--- src/rtl/rxcsum_pkg.sv ---
package rxcsum_pkg;

   typedef enum logic [1:0] {
      PH_TYPE,
      PH_SKIP,
      PH_SUM,
      PH_NONE
   } parse_ph_t;

   typedef enum logic [1:0] {
      OS_PASS,
      OS_APP_HI,
      OS_APP_LO
   } out_st_t;

   localparam int unsigned TYPE_OFS  = 12;
   localparam int unsigned TAG_BYTES = 4;

   function automatic logic [15:0] oc_add(input logic [15:0] a, input logic [15:0] b);
      logic [16:0] s;
      s = {1'b0, a} + {1'b0, b};
      return s[15:0] + {15'd0, s[16]};
   endfunction

endpackage

--- src/rtl/rxcsum_delay.sv ---
module rxcsum_delay #(
   parameter int unsigned DEPTH = 4,
   parameter int unsigned W     = 8
) (
   input  logic         clk,
   input  logic         rst_n,
   input  logic         shift,
   input  logic [W-1:0] din,
   output logic [W-1:0] dout
);

   if (DEPTH < 1) begin : g_bad_depth
      $error("rxcsum_delay: DEPTH must be at least 1");
   end

   if (DEPTH == 1) begin : g_single
      logic [W-1:0] stage_q;
      always_ff @(posedge clk) begin
         if (!rst_n)     stage_q <= '0;
         else if (shift) stage_q <= din;
      end
      assign dout = stage_q;
   end else begin : g_chain
      logic [DEPTH*W-1:0] pipe_q;
      always_ff @(posedge clk) begin
         if (!rst_n)     pipe_q <= '0;
         else if (shift) pipe_q <= {pipe_q[(DEPTH-1)*W-1:0], din};
      end
      assign dout = pipe_q[DEPTH*W-1 -: W];
   end

endmodule

--- src/rtl/rxcsum_parser.sv ---
module rxcsum_parser
   import rxcsum_pkg::*;
#(
   parameter int unsigned LEN_W      = 14,
   parameter int unsigned MAX_TAGS   = 2,
   parameter int unsigned SNAP_BYTES = 8,
   parameter logic [15:0] TPID       = 16'h8100,
   parameter logic [15:0] TYPE_MIN   = 16'h0600
) (
   input  logic             clk,
   input  logic             rst_n,
   input  logic             clr,
   input  logic             step,
   input  logic             mode,
   input  logic [LEN_W-1:0] idx,
   input  logic [7:0]       d,
   output logic             sum_step
);

   localparam int unsigned TAG_W  = $clog2(MAX_TAGS + 1);
   localparam int unsigned SKIP_W = $clog2(SNAP_BYTES + 1);

   if (SNAP_BYTES < 1) begin : g_bad_snap
      $error("rxcsum_parser: SNAP_BYTES must be at least 1");
   end

   parse_ph_t          ph_q;
   logic [LEN_W-1:0]   tpos_q;
   logic [TAG_W-1:0]   tags_q;
   logic [SKIP_W-1:0]  skip_q;
   logic [7:0]         thi_q;
   logic [15:0]        word;

   assign word     = {thi_q, d};
   assign sum_step = step && (ph_q == PH_SUM);

   always_ff @(posedge clk) begin
      if (!rst_n || clr) begin
         ph_q   <= PH_TYPE;
         tpos_q <= LEN_W'(TYPE_OFS);
         tags_q <= '0;
         skip_q <= '0;
         thi_q  <= '0;
      end else if (step) begin
         case (ph_q)
            PH_TYPE: begin
               if (idx == tpos_q) begin
                  thi_q <= d;
               end else if (idx == tpos_q + LEN_W'(1)) begin
                  if (word == TPID && tags_q < TAG_W'(MAX_TAGS)) begin
                     tags_q <= tags_q + TAG_W'(1);
                     tpos_q <= tpos_q + LEN_W'(TAG_BYTES);
                  end else if (word >= TYPE_MIN) begin
                     ph_q <= PH_SUM;
                  end else if (mode) begin
                     ph_q   <= PH_SKIP;
                     skip_q <= SKIP_W'(SNAP_BYTES);
                  end else begin
                     ph_q <= PH_NONE;
                  end
               end
            end
            PH_SKIP: begin
               skip_q <= skip_q - SKIP_W'(1);
               if (skip_q == SKIP_W'(1)) ph_q <= PH_SUM;
            end
            default: ;
         endcase
      end
   end


   tag_limit_chk: assert property (@(posedge clk) disable iff (!rst_n)
      tags_q <= TAG_W'(MAX_TAGS));


   sum_phase_hold_chk: assert property (@(posedge clk) disable iff (!rst_n)
      (ph_q == PH_SUM && !clr) |=> (ph_q == PH_SUM));

endmodule

--- src/rtl/rxcsum_accum.sv ---
module rxcsum_accum
   import rxcsum_pkg::*;
(
   input  logic        clk,
   input  logic        rst_n,
   input  logic        clr,
   input  logic        step,
   input  logic [7:0]  d,
   output logic [15:0] csum
);

   logic [15:0] sum_q;
   logic [7:0]  whi_q;
   logic        half_q;

   always_ff @(posedge clk) begin
      if (!rst_n || clr) begin
         sum_q  <= '0;
         whi_q  <= '0;
         half_q <= 1'b0;
      end else if (step) begin
         if (!half_q) begin
            whi_q  <= d;
            half_q <= 1'b1;
         end else begin
            sum_q  <= oc_add(sum_q, {whi_q, d});
            half_q <= 1'b0;
         end
      end
   end

   always_comb begin
      csum = oc_add(sum_q, half_q ? {whi_q, 8'h00} : 16'h0000);
   end


   cleared_sum_chk: assert property (@(posedge clk) disable iff (!rst_n)
      clr |=> (csum == 16'h0000));

endmodule

--- src/rtl/rxcsum_engine.sv ---
module rxcsum_engine
   import rxcsum_pkg::*;
#(
   parameter int unsigned LEN_W      = 14,
   parameter int unsigned FCS_BYTES  = 4,
   parameter int unsigned MAX_TAGS   = 2,
   parameter int unsigned SNAP_BYTES = 8
) (
   input  logic             clk,
   input  logic             rst_n,
   input  logic             cfg_en,
   input  logic             cfg_mode,
   input  logic             in_valid,
   input  logic [7:0]       in_data,
   input  logic             in_last,
   output logic             in_ready,
   output logic             out_valid,
   output logic [7:0]       out_data,
   output logic             out_last,
   input  logic             out_ready,
   output logic             len_valid,
   output logic [LEN_W-1:0] len_bytes
);

   if (LEN_W < 8) begin : g_bad_len
      $error("rxcsum_engine: LEN_W must be at least 8");
   end
   if (FCS_BYTES < 1) begin : g_bad_fcs
      $error("rxcsum_engine: FCS_BYTES must be at least 1");
   end

   out_st_t          st_q;
   logic [LEN_W-1:0] cnt_q;
   logic             cur_en_q;
   logic             cur_mode_q;
   logic             len_valid_q;
   logic [LEN_W-1:0] len_q;

   logic             first;
   logic             en_eff;
   logic             acc;
   logic             proc;
   logic             clr;
   logic             sum_step;
   logic [LEN_W-1:0] idx;
   logic [7:0]       dly_byte;
   logic [15:0]      csum;

   assign first  = (cnt_q == '0);
   assign en_eff = first ? cfg_en : cur_en_q;
   assign acc    = in_valid && in_ready;
   assign proc   = acc && en_eff && (cnt_q >= LEN_W'(FCS_BYTES));
   assign idx    = cnt_q - LEN_W'(FCS_BYTES);
   assign clr    = (acc && in_last && !en_eff) || (st_q == OS_APP_LO && out_ready);

   assign in_ready = (st_q == OS_PASS) && out_ready;

   always_comb begin
      case (st_q)
         OS_APP_HI: begin
            out_valid = 1'b1;
            out_data  = csum[15:8];
            out_last  = 1'b0;
         end
         OS_APP_LO: begin
            out_valid = 1'b1;
            out_data  = csum[7:0];
            out_last  = 1'b1;
         end
         default: begin
            out_valid = in_valid;
            out_data  = in_data;
            out_last  = in_last && !en_eff;
         end
      endcase
   end

   assign len_valid = len_valid_q;
   assign len_bytes = len_q;

   rxcsum_delay #(
      .DEPTH (FCS_BYTES),
      .W     (8)
   ) delay_i (
      .clk   (clk),
      .rst_n (rst_n),
      .shift (acc),
      .din   (in_data),
      .dout  (dly_byte)
   );

   rxcsum_parser #(
      .LEN_W      (LEN_W),
      .MAX_TAGS   (MAX_TAGS),
      .SNAP_BYTES (SNAP_BYTES)
   ) parser_i (
      .clk      (clk),
      .rst_n    (rst_n),
      .clr      (clr),
      .step     (proc),
      .mode     (cur_mode_q),
      .idx      (idx),
      .d        (dly_byte),
      .sum_step (sum_step)
   );

   rxcsum_accum accum_i (
      .clk   (clk),
      .rst_n (rst_n),
      .clr   (clr),
      .step  (sum_step),
      .d     (dly_byte),
      .csum  (csum)
   );

   always_ff @(posedge clk) begin
      if (!rst_n) begin
         st_q        <= OS_PASS;
         cnt_q       <= '0;
         cur_en_q    <= 1'b0;
         cur_mode_q  <= 1'b0;
         len_valid_q <= 1'b0;
         len_q       <= '0;
      end else begin
         len_valid_q <= 1'b0;
         case (st_q)
            OS_PASS: begin
               if (acc) begin
                  if (first) begin
                     cur_en_q   <= cfg_en;
                     cur_mode_q <= cfg_mode;
                  end
                  if (in_last) begin
                     len_valid_q <= 1'b1;
                     len_q       <= cnt_q + LEN_W'(1) + (en_eff ? LEN_W'(2) : LEN_W'(0));
                     cnt_q       <= '0;
                     if (en_eff) st_q <= OS_APP_HI;
                  end else begin
                     cnt_q <= cnt_q + LEN_W'(1);
                  end
               end
            end
            OS_APP_HI: if (out_ready) st_q <= OS_APP_LO;
            OS_APP_LO: if (out_ready) st_q <= OS_PASS;
            default:   st_q <= OS_PASS;
         endcase
      end
   end


   append_start_chk: assert property (@(posedge clk) disable iff (!rst_n)
      (acc && in_last && en_eff) |=> (out_valid && !in_ready && !out_last));


   append_end_chk: assert property (@(posedge clk) disable iff (!rst_n)
      (st_q == OS_APP_HI && out_ready) |=> (out_valid && out_last && !in_ready));


   cfg_hold_chk: assert property (@(posedge clk) disable iff (!rst_n)
      (cnt_q != '0) |=> ($stable(cur_en_q) && $stable(cur_mode_q)));

endmodule

--- config.mk ---
export PLATFORM = sky130hd
export DESIGN_NAME = rxcsum_engine
export DESIGN_NICKNAME = d
export VERILOG_FILES = /design/src/rtl/rxcsum_pkg.sv /design/src/rtl/rxcsum_delay.sv /design/src/rtl/rxcsum_parser.sv /design/src/rtl/rxcsum_accum.sv /design/src/rtl/rxcsum_engine.sv
export SDC_FILE = /design/constraint.sdc
export NUM_CORES = 1
export LEC_CHECK = 0
export ABC_AREA = 1
export BUFFER_PORTS_ARGS = -buffer_cell sky130_fd_sc_hd__buf_4
export CAP_MARGIN = 20
export CORE_ASPECT_RATIO = 1.75
export CORE_MARGIN = 10
export CORE_UTILIZATION = 60
export CTS_BUF_LIST = sky130_fd_sc_hd__clkbuf_16
export CTS_CLUSTER_DIAMETER = 60
export DETAILED_ROUTE_END_ITERATION = 16
export MAX_ROUTING_LAYER = met4
export PLACE_DENSITY = 0.79
export SETUP_SLACK_MARGIN = 0.5
export SLEW_MARGIN = 30
export SYNTH_ARGS = -nofsm -noshare
export SYNTH_HDL_FRONTEND = slang
export SYNTH_SLANG_ARGS = --single-unit
--- constraint.sdc ---
create_clock -name clk -period 4.4 [get_ports clk]
set_input_delay 0.44 -clock clk [delete_from_list [all_inputs] [get_ports clk]]
set_output_delay 0.44 -clock clk [all_outputs]
set_load 0.02 [all_outputs]
==> impl_metrics.yaml, run 1 <==
run_status:
  status: "completed"
global_routing:
  first_global_vias: 8244
  grt_max_degree: 53
  grt-ovfl-total: 0
  track_usage: 0.2643
  grt_pass1_wl_microns: 39130
  antenna_found_initial: 0
synth:
  synth_seq_cells: 118
  yosysSeqAreaShare: 0.2939
  synth_edf_count: 0
  syn_area_sq_um: 8038
  synth_largest_area_cell: "dfxtp_1"
  syn-num-nets: 1318
  synth.top_cell.area_share: 0.2939
  synth_xor_area_frac: 0.04250
  synth_top_family_by_area: "simple AND/OR/NAND/NOR gates"
  ys_types: 47
  async_reset_ff_frac: 0
  synth_ff_type: "dfxtp_1"
  avgSynthCellArea_sq_um: 6.389
  synthAdderAreaFrac: 0.07192
  muxShareOfSynthArea: 0
  yosysWarnings: 0
  synth-compound-area-share: 0.1398
  netlist_instances: 1258
  yosys.area_share.simple: 0.3580
  synth_area_leaders: "dfxtp_1 (29%), nand2_1 (13%), nor2_1 (9.2%), inv_1 (7.0%), ha_1 (6.7%)"
placed_design:
  routabilityCongestion: 0.9929
  post-place-cells: 1442
  place_hpwl_microns: 17480
  dpl_cell_area_sq_um: 8459
  io_buffers: 40
die:
  coreArea_sq_um: 13010
  die_area_sq_um: 18610
  rows: 55
  io_pins: 41
  start_util: 0.6180
  fp.dieH_microns: 173.1
  die_w_microns: 107.5
finish:
  nNetsFinal: 1369
  final_common_cell: "nand2_1"
  area_growth_pct: 16.05
  finalNonFillerCells: 1493
  fillCellCount: 1086
  finalInstanceArea_sq_um: 9328
  final_cell_mix: "nand2_1 (273), nor2_1 (195), inv_1 (146)"
  diodes: 0
  drive_gt1_frac: 0.1346
setup_path:
  r2r_setup_slack_ns: 0.73
  timing.critical_path.from: "accum_i.half_q$_SDFFE_PP0P_"
  critical-path-top-delay-family: "simple AND/OR/NAND/NOR gates"
  start_kind: "flop"
  path_depth: 23
  worstPathCellList: "nand2_2, inv_2, ha_4, inv_2, fa_2, o21ai_2, nand2_1, nand2_2, a21o_1, a21oi_2, o21bai_2, ha_2, nand4_1, nor2_2, inv_2, nor2_4, inv_1, nor2_1, nand3b_1, nand2_1, nand3_1, a21oi_2, buf_6"
  cpMaxStageDelayCell: "fa_2"
  max_stage_delay_ns: 0.40
  cp_max_fo: 3
  path_common_cell: "inv_2"
  timing.rr.start: "accum_i.sum_q[0]$_SDFFE_PP0P_"
  r2r-end: "accum_i.sum_q[9]$_SDFFE_PP0P_"
  critical_path_class: "reg2out"
  cp_data_required_time_ns: 3.96
  end_kind: "primary output"
  crit_arrival_ns: 3.65
  reg2regPathDepth: 22
  endpoint: "out_data[7]"
  crit_buf_inv: 5
cts:
  cts_root_buf: "clkbuf_16"
  clkSlewWorstSetupHoldPaths_ns: 0.06
  cts.sinks: 118
  cts_tree: "yes"
  cts_buffer_depth: 2
  htree_levels: 4
  cts_buffers: 17
  hold_buffers: 0
  clk_latency_ns: 0.42
timing:
  whs_ns: 0.2541
  drv_slew: 0
  rsz0062_at_grt: "true"
  worstMarginPinSlew_ns: 0.8297
  setup_total_negative_slack_ns: 0
  clock_skew_ns: 0.01022
  hold_viol_final: 0
  period_share: 0.9299
  clock.fmax_ghz: 0.2444
  setup_viol: 0
  slew_headroom: 0.4434
  period_needed_ns: 4.092
power:
  power.density_nw_per_um2: 344.1
  design_power_total_uw: 3209
  leakage_uw: 0.004358
  peakVddDrop_uv: 343.0
min_path:
  hp-class: "in2reg"
flow_run:
  cap_violations: 0
route:
  drc_errors: 0
  wire_per_inst_microns: 16.02
  dr.first_iter.drc_count: 488
  highest_layer: "met4"
  wl_met3_microns: 688
  routed_wirelength_microns: 23930
  num_vias: 8330
  avgViaCountPerCell: 5.579
  firstDrtPassIters: 5
  postRouteAntennaNets: 0
  wl_met1_microns: 8289
  dr_wl_met2_microns: 13410
==> cell type report <==
type,instances,area (sq um),area share
sequential,118,2369,0.2539
clock buffer,17,425.4,0.04561
clock inverter,15,145.1,0.01556
timing repair buffer,66,506.7,0.05433
tap,171,214.0,0.02294
inverter,158,595.6,0.06385
multi-input combinational,948,5072,0.5438
==> flip-flops by register name (all words and copies together) (netlist names) <==
signal,flops
parser_i.tags_q,2
len_valid,1
parser_i.tpos_q,12
delay_i.g_chain.pipe_q,32
accum_i.sum_q,16
parser_i.ph_q,2
parser_i.thi_q,8
cnt_q,14
len_bytes,14
accum_i.half_q,1
parser_i.skip_q,4
accum_i.whi_q,8
cur_mode_q,1
st_q,2
cur_en_q,1
==> report_power, final <==
part	total [uW]	switching [uW]	leakage, uW	internal [uW]
registers	1220	62.5	0.000959	1150
clock network	1340	555	0.000277	789
logic	649	423	0.00312	225
total	3210	1040	0.00436	2170
==> cells by family (layout without fill, tap and decap cells) <==
family | after synthesis | in the layout
AO/OA/AOI/OAI | 210 | 210
buffers and inverters | 192 | 256
adder cells (fa/ha/maj) | 45 | 45
AND/OR/NAND/NOR | 654 | 654
XOR/XNOR | 39 | 39
flip-flops | 118 | 118
==> tightest hold or removal path: stages <==
cell and delay [ns]:
buf_4 0.08, nor2_1 0.04, nor2_1 0.08
==> metal layers <==
| layer | global-route usage | up-vias |
|---|---|---|
| met5 | - | - |
| met4 | 0.1650 | 0 |
| met3 | 0.03462 | 100 |
| met2 | 0.4970 | 217 |
| met1 | 0.2364 | 3837 |
| li1 | - | 4176 |
==> repair_timing <==
| action | CTS | global route |
|---|---|---|
| setup endpoints to repair | 8 | 11 |
| pin swaps | 11 | 15 |
| resized for setup | 19 | 24 |
| setup buffers | 15 | 4 |
==> through the flow <==
stage | utilization | worst slack, ns
global placement | 0.6504 | 0.3168
global route | 0.7172 | 0.07928
finish | 0.7172 | 0.3083
detailed placement | 0.6504 | 0.2349
CTS | 0.7068 | 0.3441
floorplan | - | 0.5222
==> cells in the mapped netlist, types with 2 or more instances <==
cell type  number
buf_2           3
nor2_4          6
a21oi_1        92
nand2_2         5
o21a_1          3
buf_1           3
a31oi_1         6
xor2_1         29
nand4_1        28
nor4_1          5
o21ai_0        88
a211oi_1        2
clkbuf_1       22
nand3_2         4
fa_1            2
or2_2           5
nor3_4          2
a21o_1          3
o211ai_1        5
nand2_1       278
xnor2_1        10
nand3_1        85
nor2_1        198
ha_1           43
inv_2           5
inv_1         150
dfxtp_1       118
buf_4           3
buf_6           2
clkinv_1        2
nor2_2         12
o21bai_1        4
o21ai_1         3
nor3_1         13
nand3b_1        7
==> how the worst min path moves through the flow <==
stage / slack [ns] / start / to / cells after the start
finish: 0.25 / in_data[3] / delay_i.g_chain.pipe_q[3]$_SDFFE_PN0P_ / 3
global route: 0.26 / in_data[3] / delay_i.g_chain.pipe_q[3]$_SDFFE_PN0P_ / 3
CTS: 0.25 / in_data[3] / delay_i.g_chain.pipe_q[3]$_SDFFE_PN0P_ / 3
detailed placement: 0.46 / cur_en_q$_SDFFE_PN0P_ / cur_en_q$_SDFFE_PN0P_ / 2
global placement: 0.45 / cur_en_q$_SDFFE_PN0P_ / cur_en_q$_SDFFE_PN0P_ / 2
floorplan: 0.44 / parser_i.tags_q[1]$_SDFFE_PP0P_ / parser_i.tags_q[1]$_SDFFE_PP0P_ / 1
Note: power is estimated with default switching activity, not from simulation.
==> run 2: changes to the inputs <==
==> constraint.sdc (replaced) <==
create_clock -name clk -period 4.4 [get_ports clk]
set_input_delay 0 -clock clk [delete_from_list [all_inputs] [get_ports clk]]
set_output_delay 0 -clock clk [all_outputs]
set_load 0.02 [all_outputs]
==> impl_metrics.yaml, run 2 (same netlist as run 1, synthesis figures left out) <==
run_status:
  status: "finished, violations left"
  violations: "negative hold slack"
setup_path:
  start_kind: "flop"
  worstPathCellList: "nand2_1, inv_1, ha_2, inv_1, fa_2, o21ai_2, nand2_1, nand2_1, a21o_1, a21oi_1, o21bai_1, ha_2, nand4_1, nor2_2, inv_2, nor2_4, nand3_2, inv_2, nand2_1, o21ai_1, nand3_1, a21oi_2, buf_6"
  cp_data_required_time_ns: 4.40
  path_common_cell: "nand2_1"
  critical_path_class: "reg2out"
  end_kind: "primary output"
  reg2regPathDepth: 22
  timing.critical_path.from: "accum_i.half_q$_SDFFE_PP0P_"
  r2r-end: "accum_i.sum_q[9]$_SDFFE_PP0P_"
  r2r_setup_slack_ns: 0.86
  cpMaxStageDelayCell: "dfxtp_4"
  max_stage_delay_ns: 0.37
  timing.rr.start: "accum_i.sum_q[0]$_SDFFE_PP0P_"
  crit_arrival_ns: 3.83
  cp_max_fo: 6
cts:
  cts_buffer_depth: 2
  cts_tree: "yes"
  cts_root_buf: "clkbuf_16"
  clkSlewWorstSetupHoldPaths_ns: 0.06
  clk_latency_ns: 0.42
  cts_buffers: 17
  cts.sinks: 118
  htree_levels: 4
timing:
  whs_ns: -0.01564
  clock_skew_ns: 0.009818
  period_needed_ns: 3.834
  clock.fmax_ghz: 0.2608
  drv_slew: 0
  slew_headroom: 0.4710
  hold_viol_final: 9
  setup_total_negative_slack_ns: 0
  setup_viol: 0
  worstMarginPinSlew_ns: 0.7886
  period_share: 0.8715
  rsz0062_at_grt: "true"
power:
  leakage_uw: 0.004344
  power.density_nw_per_um2: 355.8
  peakVddDrop_uv: 251.2
global_routing:
  first_global_vias: 7884
  grt_max_degree: 53
  grt_pass1_wl_microns: 37210
  globalRouteMet3Util: 0.03500
  track_usage: 0.2504
  grt-ovfl-total: 0
  use_met1: 0.2349
  grt_use_met2: 0.4643
  busiest_layer: "met2"
  antenna_found_initial: 0
finish:
  fillCellCount: 1123
  nNetsFinal: 1369
  multi_input_area_sq_um: 4954
  drive_gt1_frac: 0.1067
  regArea_sq_um: 2367
  largest_reg_flops: 32
  final_util: 0.7132
  finalInstanceArea_sq_um: 9276
  final_common_cell: "nand2_1"
  final_cell_mix: "nand2_1 (278), nor2_1 (195), inv_1 (148)"
  top_regs: "delay_i.g_chain.pipe_q (32), accum_i.sum_q (16)"
  diodes: 0
  area_growth_pct: 15.41
  largest-register: "delay_i.g_chain.pipe_q"
placed_design:
  dpl_cell_area_sq_um: 8416
  io_buffers: 40
  routabilityCongestion: 0.9980
  place_hpwl_microns: 17310
route:
  avgViaCountPerCell: 5.582
  postRouteAntennaNets: 0
  dr.first_iter.drc_count: 504
  num_vias: 8334
  firstDrtPassIters: 11
  drc_errors: 0
  routed_wirelength_microns: 23290
  wire_per_inst_microns: 15.60
min_path:
  min_path_cells: 4
  hold_end: "cnt_q[1]$_SDFFE_PN0P_"
  min-delay-start: "in_last"
  hp-class: "in2reg"
die:
  die_w_microns: 107.5
  fp.dieH_microns: 173.1
  io_pins: 41
  rows: 55
  start_util: 0.6180
  coreArea_sq_um: 13010
  die_area_sq_um: 18610
flow_run:
  cap_violations: 0
## run 2: where the power goes
part / switching [uW] / internal, uW / total [uW] / leakage, uW
clock: 589 / 862 / 1450 / 0.000295
sequential: 62.3 / 1150 / 1220 / 0.000958
combinational: 408 / 226 / 634 / 0.00309
## run 2: metal layers
metal / part of all wire / vias to the layer above
met4: 0.060 / 0
met1: 0.35 / 3841
li1: - / 4173
met5: 0 / -
met2: 0.55 / 228
met3: 0.037 / 92
## run 2: layout make-up
type,count,share of cell area
Clock buffer,17,0.04586
Clock inverter,15,0.01983
Inverter,158,0.06420
Multi-Input combinational cell,948,0.5340
Sequential cell,118,0.2552
Tap cell,171,0.02306
Timing Repair Buffer,66,0.05786
## run 2: worst max-delay path by stage
| stage | end | slack, ns |
|---|---|---|
| after detailed placement | out_data[6] | 0.55 |
| final | out_data[6] | 0.57 |
| after floorplan | out_data[6] | 0.73 |
| after CTS | out_data[6] | 0.51 |
| after global routing | out_data[6] | 0.34 |
| after global placement | out_data[6] | 0.68 |
## run 2: through the flow
stage	cells	power (uW)	worst slack (ns)
2_1_floorplan	1258	1615	0.7338
3_3_place_gp	1438	1838	0.6787
6_report	1493	3301	0.5655
3_5_place_dp	1438	1840	0.5512
4_1_cts	1486	3296	0.5065
5_1_grt	1493	3422	0.3402
## run 2: timing repair
action	4_1_cts	5_1_grt
hold buffers	15	0
resized for setup	5	12
setup endpoints to repair	6	7
buffers inserted	1	7
endpoints found under the hold margin	12	0
pin swaps	1	8
## run 2: critical path, delay by kind of cell, from the launching register on
kind	cells	cell delay [ns]
simple gates	9	1.02
compound gates	6	0.86
fa+ha+maj	3	0.78
buf+inv	5	0.39
flops	1	0.37
